File: src/rtl/gp_axis_pkg.sv
// Package: shared constants and types of the joystick axis timing unit.
// Assumes a fixed register layout for four axes.
package gp_axis_pkg;

    localparam int NUM_AXES = 4;
    localparam int SEL_W    = $clog2(NUM_AXES);

    // Rate code held in bits 2:1 of the hardware-setup register
    typedef enum logic [1:0] {
        RATE_FULL      = 2'b00,
        RATE_TWENTIETH = 2'b01,
        RATE_HALF      = 2'b10,
        RATE_SLOWEST   = 2'b11
    } rate_e;

    // Writable part of the configuration register (bit 7 is status)
    typedef struct packed {
        logic                cont;
        logic [SEL_W-1:0]    sel;
        logic [NUM_AXES-1:0] en;
    } cfg_t;

endpackage

File: src/rtl/gp_tick_gen.sv
// Module: gp_tick_gen
// Produces a one-cycle tick every N running cycles, where N is picked by
// the rate code. Assumes clear restarts the phase so that the first tick
// falls on the N-th running edge after clear.
module gp_tick_gen
    import gp_axis_pkg::*;
#(
    parameter int DIV_HALF      = 2,
    parameter int DIV_TWENTIETH = 20,
    parameter int DIV_SLOWEST   = 200
) (
    input  logic  clk,
    input  logic  rst_n,
    input  logic  clear,
    input  logic  run,
    input  rate_e rate,
    output logic  tick
);
    localparam int PW = $clog2(DIV_SLOWEST + 1);

    logic [PW-1:0] phase;
    logic [PW-1:0] limit;

    // Last phase value before a tick for the selected rate
    always_comb begin
        unique case (rate)
            RATE_FULL:      limit = '0;
            RATE_HALF:      limit = PW'(DIV_HALF - 1);
            RATE_TWENTIETH: limit = PW'(DIV_TWENTIETH - 1);
            default:        limit = PW'(DIV_SLOWEST - 1);
        endcase
    end

    assign tick = run && (phase >= limit);

    // Phase counter, wraps after each tick
    always_ff @(posedge clk) begin
        if (!rst_n || clear) begin
            phase <= '0;
        end else if (run) begin
            phase <= tick ? '0 : phase + 1'b1;
        end
    end

endmodule

File: src/rtl/gp_axis_counter.sv
// Module: gp_axis_counter
// Times one axis pulse: counts ticks while the input is high, stops for
// good at the first low sample, clamps at all-ones. Assumes the input is
// already synchronous to clk.
module gp_axis_counter #(
    parameter int CNT_W = 16
) (
    input  logic             clk,
    input  logic             rst_n,
    input  logic             clear,
    input  logic             run,
    input  logic             tick,
    input  logic             enable,
    input  logic             pulse_in,
    output logic [CNT_W-1:0] count,
    output logic             finished
);
    logic fell;
    logic sat;

    assign sat      = &count;
    assign finished = !enable || fell || sat;

    // Count while high, remember the first low sample
    always_ff @(posedge clk) begin
        if (!rst_n || clear) begin
            count <= '0;
            fell  <= 1'b0;
        end else if (run && enable && !fell) begin
            if (!pulse_in) begin
                fell <= 1'b1;
            end else if (tick && !sat) begin
                count <= count + 1'b1;
            end
        end
    end

endmodule

File: src/rtl/gp_axis_unit.sv
// Module: gp_axis_unit (top)
// Joystick axis timing unit: register file, measurement sequencing,
// result latches and interrupt pulse. Assumes single-cycle write strobes
// and axis inputs synchronous to clk.
module gp_axis_unit
    import gp_axis_pkg::*;
#(
    parameter int CNT_W         = 16,
    parameter int DIV_HALF      = 2,
    parameter int DIV_TWENTIETH = 20,
    parameter int DIV_SLOWEST   = 200
) (
    input  logic             clk,
    input  logic             rst_n,
    input  logic             cfg_wr,
    input  logic [7:0]       cfg_wdata,
    output logic [7:0]       cfg_rdata,
    input  logic             hw_wr,
    input  logic [7:0]       hw_wdata,
    output logic [7:0]       hw_rdata,
    input  logic             trig_wr,
    output logic [CNT_W-1:0] val_rdata,
    input  logic             legacy_wr,
    input  logic [3:0]       axis_in,
    output logic             irq
);
    cfg_t       cfg_q;
    logic       ready_q;
    logic       irq_en_q;
    rate_e      rate_q;
    logic       spare_q;
    logic       measuring_q;
    logic       irq_q;

    logic [CNT_W-1:0] cnt   [NUM_AXES];
    logic [CNT_W-1:0] latch [NUM_AXES];
    logic [NUM_AXES-1:0] fin;

    logic tick;
    logic complete;
    logic publish;
    logic restart;

    // A run ends when every enabled axis is done; a start write wins
    assign complete = measuring_q && (&fin) && !trig_wr;
    // Results are published unless a one-shot run already reported
    assign publish  = complete && (cfg_q.cont || !ready_q);
    assign restart  = trig_wr || (complete && cfg_q.cont);

    gp_tick_gen #(
        .DIV_HALF      (DIV_HALF),
        .DIV_TWENTIETH (DIV_TWENTIETH),
        .DIV_SLOWEST   (DIV_SLOWEST)
    ) u_tick (
        .clk   (clk),
        .rst_n (rst_n),
        .clear (restart),
        .run   (measuring_q),
        .rate  (rate_q),
        .tick  (tick)
    );

    for (genvar i = 0; i < NUM_AXES; i++) begin : g_axis
        gp_axis_counter #(.CNT_W(CNT_W)) u_cnt (
            .clk      (clk),
            .rst_n    (rst_n),
            .clear    (restart),
            .run      (measuring_q),
            .tick     (tick),
            .enable   (cfg_q.en[i]),
            .pulse_in (axis_in[i]),
            .count    (cnt[i]),
            .finished (fin[i])
        );

        // Result latch of one axis, loaded when a run is published
        always_ff @(posedge clk) begin
            if (!rst_n) begin
                latch[i] <= '0;
            end else if (publish) begin
                latch[i] <= cnt[i];
            end
        end
    end

    // Configuration register; bit 7 of the write data is dropped
    always_ff @(posedge clk) begin
        if (!rst_n) begin
            cfg_q <= '0;
        end else if (cfg_wr) begin
            cfg_q <= cfg_t'(cfg_wdata[6:0]);
        end
    end

    // Hardware-setup register: interrupt allow, rate code, spare bit
    always_ff @(posedge clk) begin
        if (!rst_n) begin
            irq_en_q <= 1'b0;
            rate_q   <= RATE_FULL;
            spare_q  <= 1'b0;
        end else if (hw_wr) begin
            irq_en_q <= hw_wdata[0];
            rate_q   <= rate_e'(hw_wdata[2:1]);
            spare_q  <= hw_wdata[3];
        end
    end

    // Measurement state and ready flag
    always_ff @(posedge clk) begin
        if (!rst_n) begin
            measuring_q <= 1'b0;
            ready_q     <= 1'b0;
        end else if (trig_wr) begin
            measuring_q <= 1'b1;
            ready_q     <= 1'b0;
        end else if (complete) begin
            measuring_q <= cfg_q.cont;
            ready_q     <= 1'b1;
        end
    end

    // Interrupt pulse on published completion or compatibility write
    always_ff @(posedge clk) begin
        if (!rst_n) begin
            irq_q <= 1'b0;
        end else begin
            irq_q <= irq_en_q && (publish || (legacy_wr && (|cfg_q.en)));
        end
    end

    assign cfg_rdata = {ready_q, cfg_q};
    assign hw_rdata  = {4'h0, spare_q, rate_q, irq_en_q};
    assign val_rdata = latch[cfg_q.sel];
    assign irq       = irq_q;

endmodule

File: config.mk
export PLATFORM = sky130hd
export DESIGN_NAME = gp_axis_unit
export DESIGN_NICKNAME = d
export VERILOG_FILES = /design/src/rtl/gp_axis_pkg.sv /design/src/rtl/gp_tick_gen.sv /design/src/rtl/gp_axis_counter.sv /design/src/rtl/gp_axis_unit.sv
export SDC_FILE = /design/constraint.sdc
export NUM_CORES = 1
export LEC_CHECK = 0
export ABC_AREA = 1
export BUFFER_PORTS_ARGS = -buffer_cell sky130_fd_sc_hd__buf_2
export CORE_MARGIN = 3
export CORE_UTILIZATION = 31
export CTS_BUF_LIST = sky130_fd_sc_hd__clkbuf_8
export CTS_CLUSTER_DIAMETER = 200
export DETAILED_ROUTE_END_ITERATION = 12
export PLACE_DENSITY = 0.56
export REMOVE_ABC_BUFFERS = 1
export SKIP_CTS_REPAIR_TIMING = 1
export SLEW_MARGIN = 20
export SYNTH_ARGS = -nofsm -noshare
export SYNTH_HDL_FRONTEND = slang
export SYNTH_SLANG_ARGS = --single-unit
File: constraint.sdc
create_clock -name clk -period 4.4 [get_ports clk]
set_input_delay 1.32 -clock clk [delete_from_list [all_inputs] [get_ports clk]]
set_output_delay 1.32 -clock clk [all_outputs]
set_load 0.05 [all_outputs]
==> results of run 1 <==
## worst max-delay path: stages (launching register included)
cell and delay, ps:
dfxtp_1 500, inv_1 370, o21ai_0 190, o22ai_1 310
buf_2 330
## sequential cells by signal, summed over array words and instances (netlist names), named ones only
| signal | count |
|---|---|
| rate_q | 2 |
| cfg_rdata | 7 |
| latch | 64 |
| irq | 1 |
| u_tick.phase | 8 |
| g_axis.u_cnt.fell | 4 |
| ready_q | 1 |
| measuring_q | 1 |
| g_axis.u_cnt.count | 64 |
| spare_q | 1 |
| irq_en_q | 1 |
## worst max path at each step
| stage | start | endpoint |
|---|---|---|
| final | flip-flop | val_rdata[11] |
| after global routing | flip-flop | val_rdata[11] |
| after CTS | flip-flop | val_rdata[11] |
| after detailed placement | g_axis[2].u_cnt.count[1]$_SDFFE_PP0P_ | g_axis[0].u_cnt.count[7]$_SDFFE_PP0P_ |
| after global placement | g_axis[2].u_cnt.count[1]$_SDFFE_PP0P_ | g_axis[2].u_cnt.count[15]$_SDFFE_PP0P_ |
| after floorplan | trig_wr | latch[0][0]$_SDFFCE_PN0P_ |
## power groups by stage
stage	clock network (mW)	logic, mW	registers, mW
after detailed placement	0	0.334	1.60
after global placement	0	0.332	1.60
after floorplan	0	0.195	1.62
after global routing	1.17	0.361	1.57
final	1.09	0.333	1.57
after CTS	1.12	0.334	1.57
## layout make-up
cell class                      count  area, sq um  share of cell area
Sequential cell                   156         3764              0.4316
Clock buffer                       19        261.5             0.02999
Clock inverter                     13        128.9             0.01478
Multi-Input combinational cell    716         3412              0.3913
Timing Repair Buffer               60        327.8             0.03760
Tap cell                          324        405.4             0.04649
Inverter                          112        420.4             0.04821
## layer usage
layer / up-vias / GRT usage
met5: - / 0
met4: 0 / 0.03251
met3: 12 / 0.03243
met2: 157 / 0.2201
met1: 3063 / 0.2266
li1: 3389 / -
## logic make-up after synthesis
family,count (synthesis),synth area share
buffers and inverters,158,0.09088
DFF,156,0.4779
adders and majority gates,11,0.01748
and+or+nand+nor,532,0.2823
AOI/OAI and AO/OA,128,0.08532
other,1,0.0004762
xor gates and xnor gates,41,0.04560
## Yosys cell counts
cell type,count,area share
conb_1,1,0.00048
nor2_1,210,0.10
nor2_4,1,0.0014
dfxtp_1,92,0.23
nand3_4,1,0.0022
nand2_1,191,0.091
xor2_1,40,0.044
o21ai_1,1,0.00063
a21oi_1,56,0.036
a31oi_1,2,0.0016
buf_1,1,0.00048
clkbuf_1,13,0.0062
nor3_1,16,0.010
buf_4,18,0.017
xnor2_1,1,0.0011
nand3_1,82,0.052
buf_2,8,0.0051
nor2_2,9,0.0071
inv_1,110,0.052
o41ai_1,1,0.0011
o22ai_1,16,0.013
nand4_1,17,0.014
ha_1,11,0.017
edfxtp_1,64,0.24
o21ai_0,50,0.032
buf_6,6,0.0086
clkinv_1,2,0.00095
nand3b_1,4,0.0038
nor4_1,1,0.00079
o21a_1,2,0.0019
## cell usage in the layout, fill, tap and decap left out, drive strengths merged
cell type	n
nor3	16
dfxtp	92
o22ai	16
xnor2	1
o21a	2
clkbuf	19
bufinv	1
nor2	220
nand4	17
inv	116
ha	11
o21ai	51
nand2	191
nand3b	4
clkinvlp	1
clkinv	7
buf	60
a21oi	56
nor4	1
edfxtp	64
o41ai	1
conb	4
xor2	40
a31oi	2
nand3	83
## metrics by stage
step                std cells  worst slack [ps]  utilization  cell area [sq um]
finish                   1400             911.9       0.3534               8720
floorplan                 984             966.7            -               7591
global placement         1368              1359       0.3375               8329
global route             1400             786.9       0.3534               8720
CTS                      1400             925.3       0.3534               8720
detailed placement       1368              1367       0.3375               8329
==> run summary, run 1 <==
Synth Warn #: 0
max-cap viol count: 0
Syn Inst Count: 1027
pwr dens: 343.1 mW/mm^2
vias per cell: 4.729
Initial Utilization: 0.3191
clock skew: 20.13 ps
die span in y: 165.4 um
R2R cell count: 11
Top Ports: 59
crit path DAT: 2170 ps
P_sw: 0.8859 mW
final number of setup-violating endpoints: 0
clock share of power: 0.364
clk_lat worst skew: 470 ps
crit path time final: 3488 ps
core region area: 0.02468 sq mm
DR vias: 6621
Post-DP HPWL: 14.28 mm
Max FO, Critical Path: 17
clk root buf: clkbuf_8
max layer used: met4
Die ar.: 0.02735 sq mm
Critical R2R Capture: latch[3][4]$_SDFFCE_PN0P_
vias in the first global route: 6348
Combinational Power Share: 0.111
TritonCTS Buffers: 17
critical path launch point type: flip-flop
layout cells sized above 1: 0.09758
RSZ-0062 raised after global routing: no
Fmax: 0.2867 GHz
Synth cell types: 30
DR DRC count: 0
register share of total power: 0.525
slew margin rel.: 0.4519
CTS tree: built
initial antenna violation count: 0
flops & latches, synth: 156
Critical Path Sink Type: primary output
status: completed
hold path start: irq_en_q$_SDFFE_PN0P_
Leakage: 3.047 nW
Final Max Tran Viols: 0
DRT antenna net count: 0
Hold Path Cell Cnt: 2
Net Sw Frac: 0.2961
CP required: 3080 ps
clock slew at reported path FFs: 90 ps
Port Buf Inserts: 49
die width: 165.4 um
FF-to-FF setup slack: 1380 ps
syn avg cell area: 7.668 sq um
largest net degree at the start of global routing: 65
period utilization: 0.7927
internal power: 2.106 mW
wire length per cell: 14.09 um
n_diodes: 0
Worst Tran Pin Value: 822.1 ps
drt first-iter violations: 555
H-tree levels: 4
synthesized cell area: 0.007875 sq mm
Clock Sinks: 156
met2 WL: 8.153 mm
worst hold path type: flip-flop to flip-flop
worst hold margin: 456.5 ps
met3 wire length: 1.119 mm
Post-layout nets: 1100
1st-pass router iterations: 5
clk buf depth: 2
Overall Global Routing Usage: 0.1504
first-pass GRT wire length: 32.49 mm
final hold viol count: 0
register area share after synthesis: 0.4779
hold path endpoint: irq$_SDFF_PN0_
Worst R2R Start: g_axis[2].u_cnt.count[0]$_SDFFE_PP0P_
Routed met1 length: 10.30 mm
Final TNS setup: 0 ps
maximum vdd drop: 0.0002209 V
Total Power: 2.992 mW
gr ovfl total: 0
fillers: 2672
routability congestion estimate: 0.8469
routed wire length: 19.72 mm
CP Class: flip-flop to primary output
synthesis-to-layout area growth: 10.72%
row count: 57
(Power assumes the default switching activity.)
==> run 2, diff against run 1 <==
--- a/config.mk
+++ b/config.mk
@@ -5,14 +5,14 @@
 export SDC_FILE = /design/constraint.sdc
 export NUM_CORES = 1
 export LEC_CHECK = 0
-export ABC_AREA = 1
+export ABC_AREA = 0
 export BUFFER_PORTS_ARGS = -buffer_cell sky130_fd_sc_hd__buf_2
 export CORE_MARGIN = 3
 export CORE_UTILIZATION = 31
 export CTS_BUF_LIST = sky130_fd_sc_hd__clkbuf_8
 export CTS_CLUSTER_DIAMETER = 200
 export DETAILED_ROUTE_END_ITERATION = 12
-export PLACE_DENSITY = 0.56
+export PLACE_DENSITY = 0.57
 export REMOVE_ABC_BUFFERS = 1
 export SKIP_CTS_REPAIR_TIMING = 1
 export SLEW_MARGIN = 20
==> constraint.sdc (replaced) <==
create_clock -name clk -period 3.1 [get_ports clk]
set_input_delay 0.93 -clock clk [delete_from_list [all_inputs] [get_ports clk]]
set_output_delay 0.93 -clock clk [all_outputs]
set_load 0.05 [all_outputs]
==> run summary, run 2 <==
wire length per cell: 15.46 um (+9.8%)
Hold Path Cell Cnt: 2 (unchanged)
pwr dens: 505.3 mW/mm^2 (+47%)
DRT antenna net count: 0 (unchanged)
period utilization: 0.9299
crit path time final: 2883 ps
most frequent cells in the layout: dfxtp_1 (92), nor2_1 (82), and2_1 (68), edfxtp_1 (64), xor2_1 (51)
CTS tree: built
synthesis-to-layout area growth: 13.94%
Post-DP HPWL: 11.50 mm (-19%)
Post-Synth Simple-Gate Area: 0.2415 (-0.04079)
clock skew: 13.32 ps (-6.816 ps)
max-cap viol count: 0 (unchanged)
Max FO, Critical Path: 16 (-1)
met2 WL: 7.627 mm (-6.5%)
XOR/XNOR Fraction of Synth Area: 0.07283 (+0.02723)
synth cell count leaders: dfxtp_1 (92), nor2_1 (82), and2_1 (68)
critical path launch point type: flip-flop
worst hold path type: flip-flop to flip-flop
synthesized cell area: 0.007216 sq mm (-8.4%)
met3 wire length: 784 um (-30%)
R2R cell count: 7 (-4)
Synth top area share: 0.2663 (+0.02230)
syn avg cell area: 10.72 sq um (+40%)
Synth cell types: 52 (+73%)
Die ar.: 0.02514 sq mm (-8.1%)
Fmax: 0.3469 GHz
vias in the first global route: 4792 (-25%)
crit path DAT: 1950 ps (-220 ps)
row count: 55 (-3.5%)
drt first-iter violations: 421 (-24%)
layout cells sized above 1: 0.1728 (+0.07521)
routability congestion estimate: 0.7793 (-8.0%)
CP required: 2170 ps (-910 ps)
Post-synth top flop: dfxtp_1
H-tree levels: 4 (unchanged)
1st-pass router iterations: 4 (-1)
TritonCTS Buffers: 17 (unchanged)
register area share after synthesis: 0.5216 (+0.04367)
post-synthesis mux area share: 0.06815 (+0.06815)
FF-to-FF setup slack: 290 ps (-1090 ps)
final hold viol count: 0 (unchanged)
CP Class: flip-flop to primary output
async set-reset flop share out of synthesis: 0 (unchanged)
flops & latches, synth: 156 (unchanged)
count leader, synth: dfxtp_1
most common cell after layout, fill and taps aside: dfxtp_1
core region area: 0.02278 sq mm (-7.7%)
final number of setup-violating endpoints: 0 (unchanged)
clock slew at reported path FFs: 80 ps (about the same)
Leakage: 3.001 nW (-1.5%)
DR vias: 4867 (-26%)
first-pass GRT wire length: 26.28 mm (-19%)
Worst Tran Pin Value: 809.2 ps (-12.93 ps)
Overall Global Routing Usage: 0.1368 (-0.01353)
routed wire length: 16.21 mm (-18%)
largest net degree at the start of global routing: 49 (-25%)
die span in y: 158.6 um (-4.1%)
vias per cell: 4.644 (-1.8%)
die width: 158.6 um (-4.1%)
clk buf depth: 2 (unchanged)
Initial Utilization: 0.3168 (-0.002355)
slew margin rel.: 0.4549 (+0.002919)
EDFF count, synth: 64 (unchanged)
largest family of logic cells by synthesized area: simple AND/OR/NAND/NOR gates
Total Power: 4.154 mW (+39%)
Syn Inst Count: 673 (-34%)
RSZ-0062 raised after global routing: no
n_diodes: 0 (unchanged)
Final Max Tran Viols: 0 (unchanged)
Synth Warn #: 0 (unchanged)
Critical Path Sink Type: primary output
Post-layout nets: 759 (-31%)
Clock Sinks: 156 (unchanged)
Final TNS setup: 0 ps (unchanged)
Synth Area in Compound Gates: 0.03347 (-0.05185)
area share of fa/ha/maj cells after synthesis: 0.01907 (+0.001597)
status: completed
Finished Cell Area: 0.008222 sq mm (-5.7%)
Placed Instance Area: 0.007826 sq mm (-6.0%)
Routed met1 length: 7.483 mm (-27%)
DR DRC count: 0 (unchanged)
leading registers by flop count: g_axis.u_cnt.count: 64 flops, latch: 64 flops, u_tick.phase: 8 flops
Synth area leader: edfxtp_1
gr ovfl total: 0 (unchanged)
Port Buf Inserts: 49 (unchanged)
clk root buf: clkbuf_8
max layer used: met4
clk_lat worst skew: 460 ps (about the same)
Synth area leaders: edfxtp_1 (27%), dfxtp_1 (26%), xor2_1 (6.2%), and2_1 (5.9%), mux4_2 (5.0%)
maximum vdd drop: 0.0002707 V (+23%)
Top Ports: 59 (unchanged)
initial antenna violation count: 0 (unchanged)
[run 2: area by class of cell]
| class | count | area, sq um |
|---|---|---|
| multi-input combinational | 463 | 3166 |
| clock inverter | 15 | 161.4 |
| clock buffer | 17 | 234.0 |
| fill | 2264 | 14560 |
| inverter | 14 | 52.55 |
| sequential | 156 | 3764 |
| timing repair buffer | 70 | 452.9 |
| tap | 313 | 391.6 |
[run 2: critical path: stages, from the launching register on]
cell     delay, ps
dfxtp_1        310
buf_4          340
mux4_2         600
buf_2          240
[run 2: layer usage]
layer,up-vias,track usage
met2,104,0.2174
met4,0,0.04793
met5,-,0
met3,15,0.03316
li1,2455,-
met1,2293,0.1828
[run 2: path summary, 6_finish.rpt]
check	from	end
hold / removal	irq_en_q$_SDFFE_PN0P_	irq$_SDFF_PN0_
setup reg to reg	g_axis[3].u_cnt.count[2]$_SDFFE_PP0P_	latch[3][4]$_SDFFCE_PN0P_
hold reg to reg	irq_en_q$_SDFFE_PN0P_	irq$_SDFF_PN0_
setup / recovery	flip-flop	val_rdata[4]
[run 2: cells by family after synthesis]
kind of cell,count (synthesis)
and+or+nand+nor,320
DFF,156
xor gates and xnor gates,60
buffers and inverters,57
AOI/OAI and AO/OA,39
muxes,29
adders and majority gates,11
other,1
[run 2: report_power, final]
part / leakage, nW / internal, mW / switching, mW
registers: 1.41 / 2.19 / 0.0233
logic: 1.39 / 0.118 / 0.286
clock network: 0.201 / 0.729 / 0.813
[run 2: through the flow]
step	utilization	worst slack (ps)	instances	hold WS (ps)
after global routing	0.3609	100.3	1048	472.4
final	0.3609	217.3	1048	449.9
after floorplan	-	-934.2	633	428.0
after CTS	0.3609	155.4	1048	453.6
after global placement	0.3436	325.9	1016	439.2
after detailed placement	0.3436	295.6	1016	434.7
